<file path="config.mk">
export PLATFORM = sky130hd
export DESIGN_NAME = ctl_ep_ctrl
export DESIGN_NICKNAME = d
export VERILOG_FILES = /design/src/rtl/ctl_ep_pkg.sv /design/src/rtl/ctl_ep_toggle.sv /design/src/rtl/ctl_ep_csr.sv /design/src/rtl/ctl_ep_seq.sv /design/src/rtl/ctl_ep_ctrl.sv
export SDC_FILE = /design/constraint.sdc
export NUM_CORES = 1
export LEC_CHECK = 0
export BUFFER_PORTS_ARGS = -buffer_cell sky130_fd_sc_hd__buf_2
export CAP_MARGIN = 20
export CELL_PAD_IN_SITES_DETAIL_PLACEMENT = 1
export CELL_PAD_IN_SITES_GLOBAL_PLACEMENT = 2
export CORE_MARGIN = 8
export CORE_UTILIZATION = 29
export CTS_BUF_LIST = sky130_fd_sc_hd__clkbuf_16
export CTS_CLUSTER_DIAMETER = 150
export DETAILED_ROUTE_END_ITERATION = 10
export PLACE_DENSITY = 0.74
export SETUP_SLACK_MARGIN = 0.5
export SLEW_MARGIN = 10
export SYNTH_ARGS = -nofsm -noshare
export SYNTH_HDL_FRONTEND = slang
export SYNTH_HIERARCHICAL = 1
export SYNTH_SLANG_ARGS = --single-unit
</file>
<file path="constraint.sdc">
create_clock -name clk -period 2.1 [get_ports clk]
set_clock_uncertainty 0.05 [all_clocks]
set_input_delay 0.21 -clock clk [delete_from_list [all_inputs] [get_ports clk]]
set_output_delay 0.21 -clock clk [all_outputs]
set_load 0.05 [all_outputs]
</file>
<file path="src/rtl/ctl_ep_pkg.sv">
package ctl_ep_pkg;
  localparam logic [1:0] TK_SETUP = 2'd1;
  localparam logic [1:0] TK_IN    = 2'd2;
  localparam logic [1:0] TK_OUT   = 2'd3;

  localparam logic [1:0] HS_DATA  = 2'd0;
  localparam logic [1:0] HS_ACK   = 2'd1;
  localparam logic [1:0] HS_NAK   = 2'd2;
  localparam logic [1:0] HS_STALL = 2'd3;

  typedef enum logic [2:0] {
    ST_IDLE = 3'd0,
    ST_TX   = 3'd1,
    ST_RX   = 3'd2,
    ST_SOUT = 3'd3,
    ST_SIN  = 3'd4
  } stage_e;
endpackage

</file>
<file path="src/rtl/ctl_ep_toggle.sv">
module ctl_ep_toggle (
  input  logic clk,
  input  logic rst,
  input  logic init,
  input  logic flip,
  output logic tog
);
  always_ff @(posedge clk) begin
    if (rst || init) tog <= 1'b1;
    else if (flip)   tog <= ~tog;
  end
endmodule

</file>
<file path="src/rtl/ctl_ep_csr.sv">
module ctl_ep_csr #(
  parameter int MAX_PKT = 32,
  localparam int LEN_W = $clog2(MAX_PKT) + 1
) (
  input  logic             clk,
  input  logic             rst,
  input  logic             fw_en,
  input  logic             fw_in_rdy,
  input  logic [LEN_W-1:0] fw_in_len,
  input  logic             fw_clr_out,
  input  logic             fw_data_end,
  input  logic             fw_send_stall,
  input  logic             fw_clr_sent_stall,
  input  logic             ev_setup,
  input  logic             ev_rx,
  input  logic             ev_sent,
  input  logic             ev_stall,
  input  logic [LEN_W-1:0] tok_len,
  output logic             in_rdy,
  output logic             in_end,
  output logic [LEN_W-1:0] in_len,
  output logic             out_rdy,
  output logic [LEN_W-1:0] rx_count,
  output logic             setup_pend,
  output logic             send_stall,
  output logic             sent_stall
);
  always_ff @(posedge clk) begin
    if (rst) begin
      in_rdy     <= 1'b0;
      in_end     <= 1'b0;
      in_len     <= '0;
      out_rdy    <= 1'b0;
      rx_count   <= '0;
      setup_pend <= 1'b0;
      send_stall <= 1'b0;
      sent_stall <= 1'b0;
    end else begin
      if (ev_setup) begin
        in_rdy     <= 1'b0;
        in_end     <= 1'b0;
        out_rdy    <= 1'b1;
        rx_count   <= tok_len;
        setup_pend <= 1'b1;
        send_stall <= 1'b0;
      end else begin
        if (ev_rx) begin
          out_rdy  <= 1'b1;
          rx_count <= tok_len;
        end
        if (ev_sent) in_rdy <= 1'b0;
        if (ev_stall) begin
          sent_stall <= 1'b1;
          send_stall <= 1'b0;
        end
        if (fw_en) begin
          if (fw_in_rdy) begin
            in_rdy <= 1'b1;
            in_end <= fw_data_end;
            in_len <= fw_in_len;
          end
          if (fw_clr_out) begin
            out_rdy    <= 1'b0;
            setup_pend <= 1'b0;
          end
          if (fw_send_stall)     send_stall <= 1'b1;
          if (fw_clr_sent_stall) sent_stall <= 1'b0;
        end
      end
    end
  end
endmodule

</file>
<file path="src/rtl/ctl_ep_seq.sv">
module ctl_ep_seq
  import ctl_ep_pkg::*;
#(
  parameter int MAX_PKT = 32,
  localparam int LEN_W = $clog2(MAX_PKT) + 1
) (
  input  logic             clk,
  input  logic             rst,
  input  logic             tok_valid,
  input  logic [1:0]       tok_kind,
  input  logic [LEN_W-1:0] tok_len,
  input  logic             tok_pid,
  input  logic             fw_en,
  input  logic             fw_in_rdy,
  input  logic             fw_clr_out,
  input  logic             fw_to_rx,
  input  logic             fw_data_end,
  input  logic             in_rdy,
  input  logic             in_end,
  input  logic [LEN_W-1:0] in_len,
  input  logic             out_rdy,
  input  logic             send_stall,
  input  logic             sent_stall,
  input  logic             tog,
  output logic             hs_valid,
  output logic [1:0]       hs_code,
  output logic             hs_pid,
  output logic [LEN_W-1:0] hs_len,
  output logic             irq,
  output logic [2:0]       stage,
  output logic             ev_setup,
  output logic             ev_rx,
  output logic             ev_sent,
  output logic             ev_stall,
  output logic             tog_init,
  output logic             tog_flip
);
  localparam logic [LEN_W-1:0] MAX_LEN = LEN_W'(MAX_PKT);

  stage_e           st, st_n;
  logic             hv_n, pid_n, irq_n;
  logic [1:0]       code_n;
  logic [LEN_W-1:0] len_n;
  logic             is_in, is_out;

  assign is_in  = tok_valid && tok_kind == TK_IN;
  assign is_out = tok_valid && tok_kind == TK_OUT;

  always_comb begin
    st_n     = st;
    hv_n     = 1'b0;
    code_n   = HS_ACK;
    pid_n    = 1'b0;
    len_n    = '0;
    irq_n    = 1'b0;
    ev_setup = 1'b0;
    ev_rx    = 1'b0;
    ev_sent  = 1'b0;
    ev_stall = 1'b0;
    tog_init = 1'b0;
    tog_flip = 1'b0;
    if (tok_valid && tok_kind == TK_SETUP) begin
      hv_n     = 1'b1;
      irq_n    = 1'b1;
      ev_setup = 1'b1;
      tog_init = 1'b1;
      st_n     = ST_IDLE;
    end else if (is_in || is_out) begin
      hv_n = 1'b1;
      if (sent_stall) begin
        code_n = HS_STALL;
      end else if (send_stall || (is_out && tok_len > MAX_LEN)) begin
        code_n   = HS_STALL;
        ev_stall = 1'b1;
        irq_n    = 1'b1;
        st_n     = ST_IDLE;
      end else begin
        code_n = HS_NAK;
        unique case (st)
          ST_TX: if (is_in && in_rdy) begin
            code_n   = HS_DATA;
            pid_n    = tog;
            len_n    = in_len;
            ev_sent  = 1'b1;
            irq_n    = 1'b1;
            tog_flip = 1'b1;
            if (in_end) st_n = ST_SOUT;
          end
          ST_RX: if (is_out && !out_rdy) begin
            code_n = HS_ACK;
            if (tok_pid == tog) begin
              ev_rx    = 1'b1;
              irq_n    = 1'b1;
              tog_flip = 1'b1;
            end
          end
          ST_SOUT: if (is_out) begin
            st_n = ST_IDLE;
            if (tok_len == '0) begin
              code_n = HS_ACK;
            end else begin
              code_n   = HS_STALL;
              ev_stall = 1'b1;
              irq_n    = 1'b1;
            end
          end
          ST_SIN: if (is_in) begin
            code_n = HS_DATA;
            pid_n  = 1'b1;
            st_n   = ST_IDLE;
          end
          default: ;
        endcase
      end
    end else if (fw_en) begin
      if (st == ST_IDLE) begin
        if (fw_clr_out && out_rdy) begin
          if (fw_data_end)   st_n = ST_SIN;
          else if (fw_to_rx) st_n = ST_RX;
        end else if (fw_in_rdy) begin
          st_n = ST_TX;
        end
      end else if (st == ST_RX && fw_clr_out && out_rdy && fw_data_end) begin
        st_n = ST_SIN;
      end
    end
  end

  always_ff @(posedge clk) begin
    if (rst) begin
      st       <= ST_IDLE;
      hs_valid <= 1'b0;
      hs_code  <= HS_ACK;
      hs_pid   <= 1'b0;
      hs_len   <= '0;
      irq      <= 1'b0;
    end else begin
      st       <= st_n;
      hs_valid <= hv_n;
      hs_code  <= code_n;
      hs_pid   <= pid_n;
      hs_len   <= len_n;
      irq      <= irq_n;
    end
  end

  assign stage = st;
endmodule

</file>
<file path="src/rtl/ctl_ep_ctrl.sv">
module ctl_ep_ctrl #(
  parameter int MAX_PKT = 32,
  localparam int LEN_W = $clog2(MAX_PKT) + 1
) (
  input  logic             clk,
  input  logic             rst,
  input  logic             tok_valid,
  input  logic [1:0]       tok_kind,
  input  logic [LEN_W-1:0] tok_len,
  input  logic             tok_pid,
  input  logic             fw_wr,
  input  logic             fw_in_rdy,
  input  logic [LEN_W-1:0] fw_in_len,
  input  logic             fw_clr_out,
  input  logic             fw_to_rx,
  input  logic             fw_data_end,
  input  logic             fw_send_stall,
  input  logic             fw_clr_sent_stall,
  output logic             hs_valid,
  output logic [1:0]       hs_code,
  output logic             hs_pid,
  output logic [LEN_W-1:0] hs_len,
  output logic             irq,
  output logic             out_rdy,
  output logic             in_rdy,
  output logic             sent_stall,
  output logic             send_stall,
  output logic [LEN_W-1:0] rx_count,
  output logic             rx_short,
  output logic             setup_pend,
  output logic [2:0]       stage
);
  logic             fw_en, in_end, tog;
  logic             ev_setup, ev_rx, ev_sent, ev_stall, tog_init, tog_flip;
  logic [LEN_W-1:0] in_len;

  assign fw_en = fw_wr && !tok_valid;

  ctl_ep_csr #(.MAX_PKT(MAX_PKT)) csr_i (
    .clk(clk), .rst(rst), .fw_en(fw_en),
    .fw_in_rdy(fw_in_rdy), .fw_in_len(fw_in_len), .fw_clr_out(fw_clr_out),
    .fw_data_end(fw_data_end), .fw_send_stall(fw_send_stall),
    .fw_clr_sent_stall(fw_clr_sent_stall),
    .ev_setup(ev_setup), .ev_rx(ev_rx), .ev_sent(ev_sent), .ev_stall(ev_stall),
    .tok_len(tok_len), .in_rdy(in_rdy), .in_end(in_end), .in_len(in_len),
    .out_rdy(out_rdy), .rx_count(rx_count), .setup_pend(setup_pend),
    .send_stall(send_stall), .sent_stall(sent_stall)
  );

  ctl_ep_toggle tog_i (
    .clk(clk), .rst(rst), .init(tog_init), .flip(tog_flip), .tog(tog)
  );

  ctl_ep_seq #(.MAX_PKT(MAX_PKT)) seq_i (
    .clk(clk), .rst(rst), .tok_valid(tok_valid), .tok_kind(tok_kind),
    .tok_len(tok_len), .tok_pid(tok_pid), .fw_en(fw_en),
    .fw_in_rdy(fw_in_rdy), .fw_clr_out(fw_clr_out), .fw_to_rx(fw_to_rx),
    .fw_data_end(fw_data_end), .in_rdy(in_rdy), .in_end(in_end),
    .in_len(in_len), .out_rdy(out_rdy), .send_stall(send_stall),
    .sent_stall(sent_stall), .tog(tog), .hs_valid(hs_valid),
    .hs_code(hs_code), .hs_pid(hs_pid), .hs_len(hs_len), .irq(irq),
    .stage(stage), .ev_setup(ev_setup), .ev_rx(ev_rx), .ev_sent(ev_sent),
    .ev_stall(ev_stall), .tog_init(tog_init), .tog_flip(tog_flip)
  );

  assign rx_short = out_rdy && (rx_count < LEN_W'(MAX_PKT));
endmodule

</file>
==> flow_summary_export.csv, run 1 <==
group,metric,value,unit
status,outcome,"finished, final reports clean",
synth,synth_edf_count,0,
timing,worstMarginPinSlew,0.582,ns
job,maxCapViolCount,0,
synth,synth_top_cell_area_share,0.394,
critical_path,crit_slowest_cell,"or3b_4",
global_route,grt_pass1_vias,1654,
cts,cts_root_buf,"clkbuf_16",
route,wl_per_cell,16.4,um
placement,post_dp_cell_area,2040,um2
finish,final_area,2380,um2
cts,numCtsBuffers,5,
global_route,grt_antenna_before_repair,0,
floorplan,die_h,92.1,um
floorplan,die_area,8480,um2
global_route,grt_max_degree,31,
floorplan,core,5540,um2
synth,synth-warning-count,6,
route,drc,0,
cts,clkTransAtPathRegs,0.05,ns
route,ant_nets,0,
placement,placed_cells,305,
power_and_ir_drop,power_density,766,nW/um2
synth,synthCells,187,
global_route,grtUsageTotal,0.124,
timing,finalCritPeriodShare,0.843,
power_and_ir_drop,p_switching,0.449,mW
power_and_ir_drop,switching_share,0.246,
floorplan,fp.dieW,92.1,um
synth,synth.distinct_cells,49,
critical_path,max_stage_delay,0.42,ns
cts,cts_max_path_buffers,2,
global_route,use_met1,0.149,
synth,netlist_area,1680,um2
global_route,grt_busiest_layer,"met2",
route,drt-vias-per-instance,4.93,
global_route,grtUsageMet3,0.0407,
power_and_ir_drop,total_power,1.82,mW
placement,portBuffers,50,
synth,synthArstFlopShare,0,
route,drtIter0Drc,81,
synth,yosysMostFrequentCell,"dfxtp_1",
critical_path,crit_type,"reg2reg",
finish,fin_cells,321,
finish,drive_gt1_frac,0.438,
cts,cts_tree,"yes",
timing,drv_slew,0,
timing,fmax,565,MHz
synth,ys_top_cells_by_count,"33 x dfxtp_1, 17 x a21oi_1, 16 x nand2b_1",
critical_path,critPathLaunchType,"register",
power_and_ir_drop,ir_worst_vdd,0.000280,V
critical_path,critPathMaxFanout,3,
finish,n_antenna_cell,0,
floorplan,ios,51,
timing,period_needed,1.77,ns
global_route,globalRouteMet2Util,0.201,
floorplan,start_util,0.303,
synth,synth_top_flop_cell,"dfxtp_1",
power_and_ir_drop,internal-power,1.37,mW
synth,ys_seq_area_frac,0.394,
timing,fin_setup_tns,0,ns
synth,ys_seq_elements,33,
synth,synth_area_leaders,"dfxtp_1 39%, nand2b_1 6.0%, a21oi_1 5.1%, mux2i_1 4.8%, and2_1 3.0%",
cts,cts.sinks,33,
global_route,overflow,0,
timing,finalHoldViolCount,0,
power_and_ir_drop,p_clk_frac,0.494,
critical_path,cp_data_required_time,2.21,ns
synth,synth_area_leader_cell,"dfxtp_1",
power_and_ir_drop,pwr-share-comb,0.144,
finish,area_delta_synth_final,41.8,%
synth,postSynthAreaPerCell,8.97,um2
critical_path,crit_arrival,1.88,ns
critical_path,cp_cell_sequence,"nor2b_4 -> or3b_4 -> a21oi_4 -> nor2b_4 -> xor2_1 -> or3_1",
route,first_pass_iters,4,
power_and_ir_drop,power.leakage,1.00,nW
timing,rsz0062_at_grt,"yes",
cts,clk_latency,0.28,ns
cts,ctsHoldBuffers,0,
cts,h-tree-depth,2,
placement,routabilityCongestion,0.814,
floorplan,placementRows,27,
global_route,grt_pass1_wl,8.33,mm
critical_path,cp-end-kind,"register",
placement,dp_hpwl,3.71,mm
critical_path,path_common_cell,"nor2b_4",
route,wirelength,5.25,mm
min_path,min_path_type,"in2reg",
power_and_ir_drop,p_seq_frac,0.361,
route,vias,1581,
timing,slew_headroom,0.612,
timing,final-setup-viol-count,0,
finish,nets,273,
synth,syn-num-nets,212,
## final timing paths
check | from | to | slack (ns) | depth (start not counted)
max | seq_i/stage[0] | tog_i/tog | 0.33 | 6
min | fw_send_stall | csr_i/send_stall | 0.13 | 3
max reg2reg | seq_i/stage[0] | tog_i/tog | 0.33 | 6
min reg2reg | csr_i/in_len[3] | seq_i/hs_len[3] | 0.41 | 1
## cell usage in the layout (no fill, tap or decap), types with 3 or more instances in the layout
master,Yosys,layout
buf_2,0,48
dfxtp_1,33,27
nand2b_1,16,16
a21oi_1,17,15
nand2_1,12,12
buf_4,1,12
nor2_1,11,9
mux2i_1,8,8
and2_1,8,8
clkbuf_16,0,6
o21ai_1,1,5
o21ai_0,10,5
nor2b_4,2,4
buf_6,2,4
nand3_1,5,4
dfxtp_4,0,4
or3b_1,4,3
inv_1,3,3
and3b_2,2,3
or3b_2,3,3
## per-layer routing
layer,vias to the layer above,wire length [um]
met5,-,0
met4,0,80
met3,6,239
met2,30,2570
met1,759,2360
li1,786,-
## final cells by class
class                   instances  area [um2]
clock buffers                   6         150
clock inverters                 2        35.0
fillers                       670        3160
inverters                       3        11.3
multi-input cells             140        1020
flip-flops and latches         33         678
well taps                      72        90.1
repair buffers                 65         390
## timing repair
item	4_1_cts	5_1_grt
resized for setup	4	27
setup endpoints to repair	19	22
gates cloned	0	1
pin swaps	1	15
buffers inserted	5	2
## power by group through the flow
stage	Sequential [mW]	Combinational [mW]	Clock [mW]
global route	0.663	0.287	0.949
detailed placement	0.674	0.240	0
floorplan	0.721	0.109	0
CTS	0.660	0.251	0.923
global placement	0.674	0.239	0
finish	0.659	0.264	0.901
## sequential cells by signal (all words and copies together) (netlist names)
signal	cells
csr_i/setup_pend	1
csr_i/sent_stall	1
seq_i/hs_code	2
csr_i/in_len	6
seq_i/hs_valid	1
csr_i/send_stall	1
seq_i/hs_pid	1
csr_i/in_rdy	1
csr_i/in_end	1
tog_i/tog	1
csr_i/out_rdy	1
seq_i/hs_len	6
seq_i/irq	1
csr_i/rx_count	6
seq_i/stage	3
## worst max-delay path, delay by kind of cell, from the launching register on
family / cells / cell delay (ns)
simple gates: 4 / 1.03
flops: 1 / 0.34
compound gates: 1 / 0.16
xor+xnor: 1 / 0.06
## through the flow
stage / hold WS (ns) / utilization / setup slack (ns)
2_1_floorplan: 0.232 / - / 0.219
3_3_place_gp: 0.386 / 0.368 / 0.125
3_5_place_dp: 0.397 / 0.368 / 0.107
4_1_cts: 0.124 / 0.411 / 0.327
5_1_grt: 0.141 / 0.430 / 0.273
6_report: 0.130 / 0.430 / 0.329
## kinds of logic after synthesis
kind of cell	Yosys count	synth area share
simple gates	86	0.341
compound gates	44	0.164
flops	33	0.394
buf+inv	14	0.0433
mux	8	0.0477
xor+xnor	2	0.0104
Power figures use the tool's default switching activity.
==> run 2, diff against run 1 <==
CORE_UTILIZATION = 26   (was 29)
PLACE_DENSITY = 0.7   (was 0.74)
clock period = 1.4 ns   (was 2.1 ns; I/O delays follow)
==> flow_summary_export.csv, run 2 (same netlist as run 1, synthesis figures left out) <==
group,metric,value,unit
global_route,grt_max_degree,31,
floorplan,die_h,96.3,um
timing,fin_setup_tns,-5.51,ns
floorplan,die_area,9280,um2
timing,hold_ws,0.0709,ns
timing,period_needed,1.79,ns
finish,fin_cells,376,
power_and_ir_drop,total_power,2.78,mW
placement,routabilityCongestion,0.795,
placement,post_dp_cell_area,2310,um2
placement,placed_cells,342,
route,drt-vias-per-instance,4.86,
global_route,grt_antenna_before_repair,0,
route,first_pass_iters,4,
finish,n_antenna_cell,0,
route,drtIter0Drc,41,
cts,cts_root_buf,"clkbuf_16",
global_route,grtUsageTotal,0.147,
floorplan,ios,51,
critical_path,critPathMaxFanout,3,
finish,area_delta_synth_final,92.4,%
status,violations,"negative setup slack",
floorplan,core,6310,um2
critical_path,cp_data_required_time,1.51,ns
floorplan,placementRows,29,
timing,finalHoldViolCount,0,
job,maxCapViolCount,0,
timing,final-setup-viol-count,24,
cts,numCtsBuffers,5,
min_path,min_to,"csr_i/send_stall",
critical_path,reg2reg_from,"seq_i/stage[0]",
route,ant_nets,0,
critical_path,critPathLaunchType,"register",
global_route,overflow,0,
timing,worstMarginPinSlew,0.567,ns
timing,rsz0062_at_grt,"yes",
critical_path,crit_arrival,1.90,ns
min_path,holdPathStages,3,
finish,reg_top3,"csr_i/in_len (6), csr_i/rx_count (6), seq_i/hs_len (6)",
cts,cts_max_path_buffers,2,
route,vias,1826,
critical_path,reg2reg_depth,6,
timing,fmax,557,MHz
route,drc,0,
critical_path,crit_type,"reg2reg",
finish,final_area,3230,um2
floorplan,fp.dieW,96.3,um
floorplan,start_util,0.266,
route,wirelength,6.59,mm
timing,finalCritPeriodShare,1.28,
finish,finalCoreUtilization,0.511,
route,wl_per_cell,17.5,um
min_path,min_path_type,"in2reg",
status,outcome,"complete, but fails checks",
power_and_ir_drop,power.leakage,1.36,nW
timing,drv_slew,0,
critical_path,r2r-end,"tog_i/tog",
placement,dp_hpwl,4.27,mm
finish,nets,323,
finish,most-common-layout-cells,"39 x buf_4, 27 x buf_8, 26 x buf_6",
cts,cts_tree,"yes",
cts,h-tree-depth,2,
critical_path,cp-end-kind,"register",
placement,pre_cts_ws,-0.530,ns
cts,clkTransAtPathRegs,0.05,ns
critical_path,rrSetupSlack,-0.39,ns
min_path,worstHoldStart,"fw_send_stall",
global_route,grt_pass1_wl,10.5,mm
timing,slew_headroom,0.622,
timing,setup_slack,-0.394,ns
global_route,grt_pass1_vias,2072,
cts,cts.sinks,33,
finish,drive_gt1_frac,0.629,
placement,portBuffers,50,
power_and_ir_drop,ir_worst_vdd,0.000473,V
finish,layout_commonest_cell,"buf_4",
power_and_ir_drop,power_density,862,nW/um2
cts,clk_latency,0.28,ns
-- run 2: changes by cell type in the layout (fill, tap and decap cells not counted), sizes merged --
cell    previous run  this run
inv                3         4
bufinv             1         0
buf               65       115
-- run 2: how the worst max path moves through the flow --
stage / to / slack (ns) / startpoint / cells past startpoint
floorplan: tog_i/tog / -0.46 / seq_i/stage[2] / 7
global placement: seq_i/hs_len[4] / -0.50 / tok_len[1] / 7
detailed placement: seq_i/hs_len[4] / -0.53 / tok_len[1] / 7
CTS: tog_i/tog / -0.37 / seq_i/stage[0] / 6
global route: tog_i/tog / -0.47 / seq_i/stage[0] / 6
finish: tog_i/tog / -0.39 / seq_i/stage[0] / 6
-- run 2: critical path, stage by stage, from the launching register on --
cell	delay (ns)
dfxtp_4	0.36
nor2b_4	0.17
or3b_4	0.42
a21oi_4	0.15
nor2b_4	0.17
xor2_1	0.06
or3_1	0.29
-- run 2: timing repair --
action,4_1_cts,5_1_grt
setup endpoints to repair,58,58
hold buffers,0,0
gates cloned,1,1
hold endpoints to repair,0,0
resized for setup,143,24
buffers inserted,19,5
pin swaps,21,14
-- run 2: power by group --
part           switching (mW)  internal, mW
clock network           0.407         0.754
logic                   0.311         0.318
registers              0.0255         0.966
-- run 2: area by class of cell --
| cell class | instances | area [um2] |
|---|---|---|
| Fill cell | 723 | 3090 |
| Tap cell | 77 | 96.3 |
| Inverter | 3 | 11.3 |
| Timing Repair Buffer | 115 | 1120 |
| Clock buffer | 6 | 150 |
| Sequential cell | 33 | 707 |
| Clock inverter | 2 | 7.51 |
| Multi-Input combinational cell | 140 | 1130 |
-- run 2: layer usage --
metal,global-route usage,vias to the layer above,share of wire
li1,-,886,-
met1,0.171,881,0.42
met2,0.257,49,0.52
met3,0.0374,10,0.041
met4,0.0441,0,0.015
met5,0,-,0
==> run 3, diff against run 2 <==
REMOVE_ABC_BUFFERS = 1   (was default)
==> flow_summary_export.csv, run 3 (same netlist as run 1, synthesis figures left out) <==
group,metric,value,unit
status,outcome,"complete, but fails checks",
status,violations,"negative setup slack",
critical_path,crit_arrival,1.85,ns
route,top_layer,"met4",
global_route,grt_pass1_wl,9.91,mm
timing,slew_headroom,0.675,
timing,period_needed,1.73,ns
route,vias,1776,
cts,numCtsBuffers,5,
cts,h-tree-depth,2,
critical_path,crit_type,"reg2reg",
route,wl_met2,3.53,mm
global_route,grt_pass1_vias,1922,
route,wl_met1,2.61,mm
timing,hold_ws,0.0731,ns
power_and_ir_drop,total_power,3.07,mW
timing,finalCritPeriodShare,1.24,
route,first_pass_iters,4,
finish,most-common-layout-cells,"41 x buf_4, 27 x buf_8, 23 x buf_2",
finish,finalCoreUtilization,0.507,
timing,drv_slew,0,
placement,routabilityCongestion,0.776,
timing,worstMarginPinSlew,0.488,ns
global_route,overflow,0,
floorplan,placementRows,29,
placement,dp_hpwl,4.41,mm
route,drc,0,
floorplan,die_area,9280,um2
placement,portBuffers,50,
finish,area_delta_synth_final,90.7,%
min_path,min_path_type,"in2reg",
placement,post_dp_cell_area,2300,um2
floorplan,ios,51,
finish,reg_top3,"csr_i/in_len (6), csr_i/rx_count (6), seq_i/hs_len (6)",
timing,final-setup-viol-count,24,
finish,final_area,3200,um2
critical_path,cp-end-kind,"register",
critical_path,cp_data_required_time,1.52,ns
floorplan,fp.dieW,96.3,um
job,maxCapViolCount,0,
critical_path,critPathLaunchType,"register",
floorplan,start_util,0.266,
global_route,grt_max_degree,28,
finish,drive_gt1_frac,0.642,
cts,clk_latency,0.28,ns
cts,cts_tree,"yes",
timing,fmax,577,MHz
critical_path,critPathMaxFanout,4,
route,drtIter0Drc,62,
route,route.met3.wl,264,um
finish,n_antenna_cell,0,
finish,nets,320,
global_route,grtUsageTotal,0.141,
cts,cts_root_buf,"clkbuf_16",
cts,cts.sinks,33,
finish,layout_commonest_cell,"buf_4",
critical_path,reg2reg_from,"seq_i/stage[0]",
placement,pre_cts_ws,-0.501,ns
timing,rsz0062_at_grt,"yes",
cts,ctsHoldBuffers,0,
power_and_ir_drop,ir_worst_vdd,0.000490,V
critical_path,critPathLaunch,"seq_i/stage[0]",
cts,clkTransAtPathRegs,0.05,ns
route,ant_nets,0,
power_and_ir_drop,power_density,958,nW/um2
min_path,worstHoldStart,"fw_in_len[1]",
route,drt-vias-per-instance,4.76,
power_and_ir_drop,power.leakage,1.34,nW
cts,cts_max_path_buffers,2,
global_route,grt_antenna_before_repair,0,
timing,finalHoldViolCount,0,
timing,setup_slack,-0.332,ns
floorplan,core,6310,um2
route,wirelength,6.50,mm
route,wl_per_cell,17.4,um
floorplan,die_h,96.3,um
run 3: cell count changes in the layout (fill, tap and decap cells not counted), sizes merged:
cell	previous run	this run
inv	4	3
bufinv	0	2
buf	115	112
clkbuf	6	5
run 3: power by group:
group | internal (mW) | switching (mW) | leakage [nW]
logic | 0.322 | 0.316 | 0.968
clock network | 1.02 | 0.422 | 0.0938
registers | 0.967 | 0.0233 | 0.280
run 3: final timing paths:
path	to	slack, ns	cells after the start
min reg2reg	seq_i/hs_len[2]	0.41	1
min	csr_i/in_len[1]	0.07	3
max	csr_i/sent_stall	-0.33	7
max reg2reg	csr_i/sent_stall	-0.33	7
run 3: worst max-delay path, stage by stage (launching register included):
cell and delay, ns:
dfxtp_2 0.32, buf_6 0.12, and3b_2 0.26, o22ai_2 0.14, a21oi_2 0.09, o21a_1 0.19
and2b_2 0.20, o221a_4 0.25
run 3: repair_timing:
action / CTS / global route
resized for setup: 159 / 14
buffers inserted: 10 / 7
setup endpoints to repair: 58 / 57
pin swaps: 18 / 13
run 3: cell type report:
type / instances / area, um2
Multi-Input combinational cell: 140 / 1130
Fill cell: 709 / 3110
Timing Repair Buffer: 112 / 1070
Sequential cell: 33 / 702
Tap cell: 77 / 96.3
Clock inverter: 3 / 65.1
Clock buffer: 5 / 125
Inverter: 3 / 11.3
run 3: routing by layer:
| metal | global-route usage | vias to the layer above |
|---|---|---|
| met4 | 0.0555 | 0 |
| met5 | 0 | - |
| li1 | - | 879 |
| met1 | 0.159 | 862 |
| met3 | 0.0328 | 8 |
| met2 | 0.250 | 27 |
run 3: per-stage QoR:
stage / std cells / setup TNS (ns)
floorplan: 176 / -10.31
global placement: 348 / -10.80
detailed placement: 348 / -11.20
CTS: 366 / -4.06
global route: 373 / -7.51
finish: 373 / -5.29
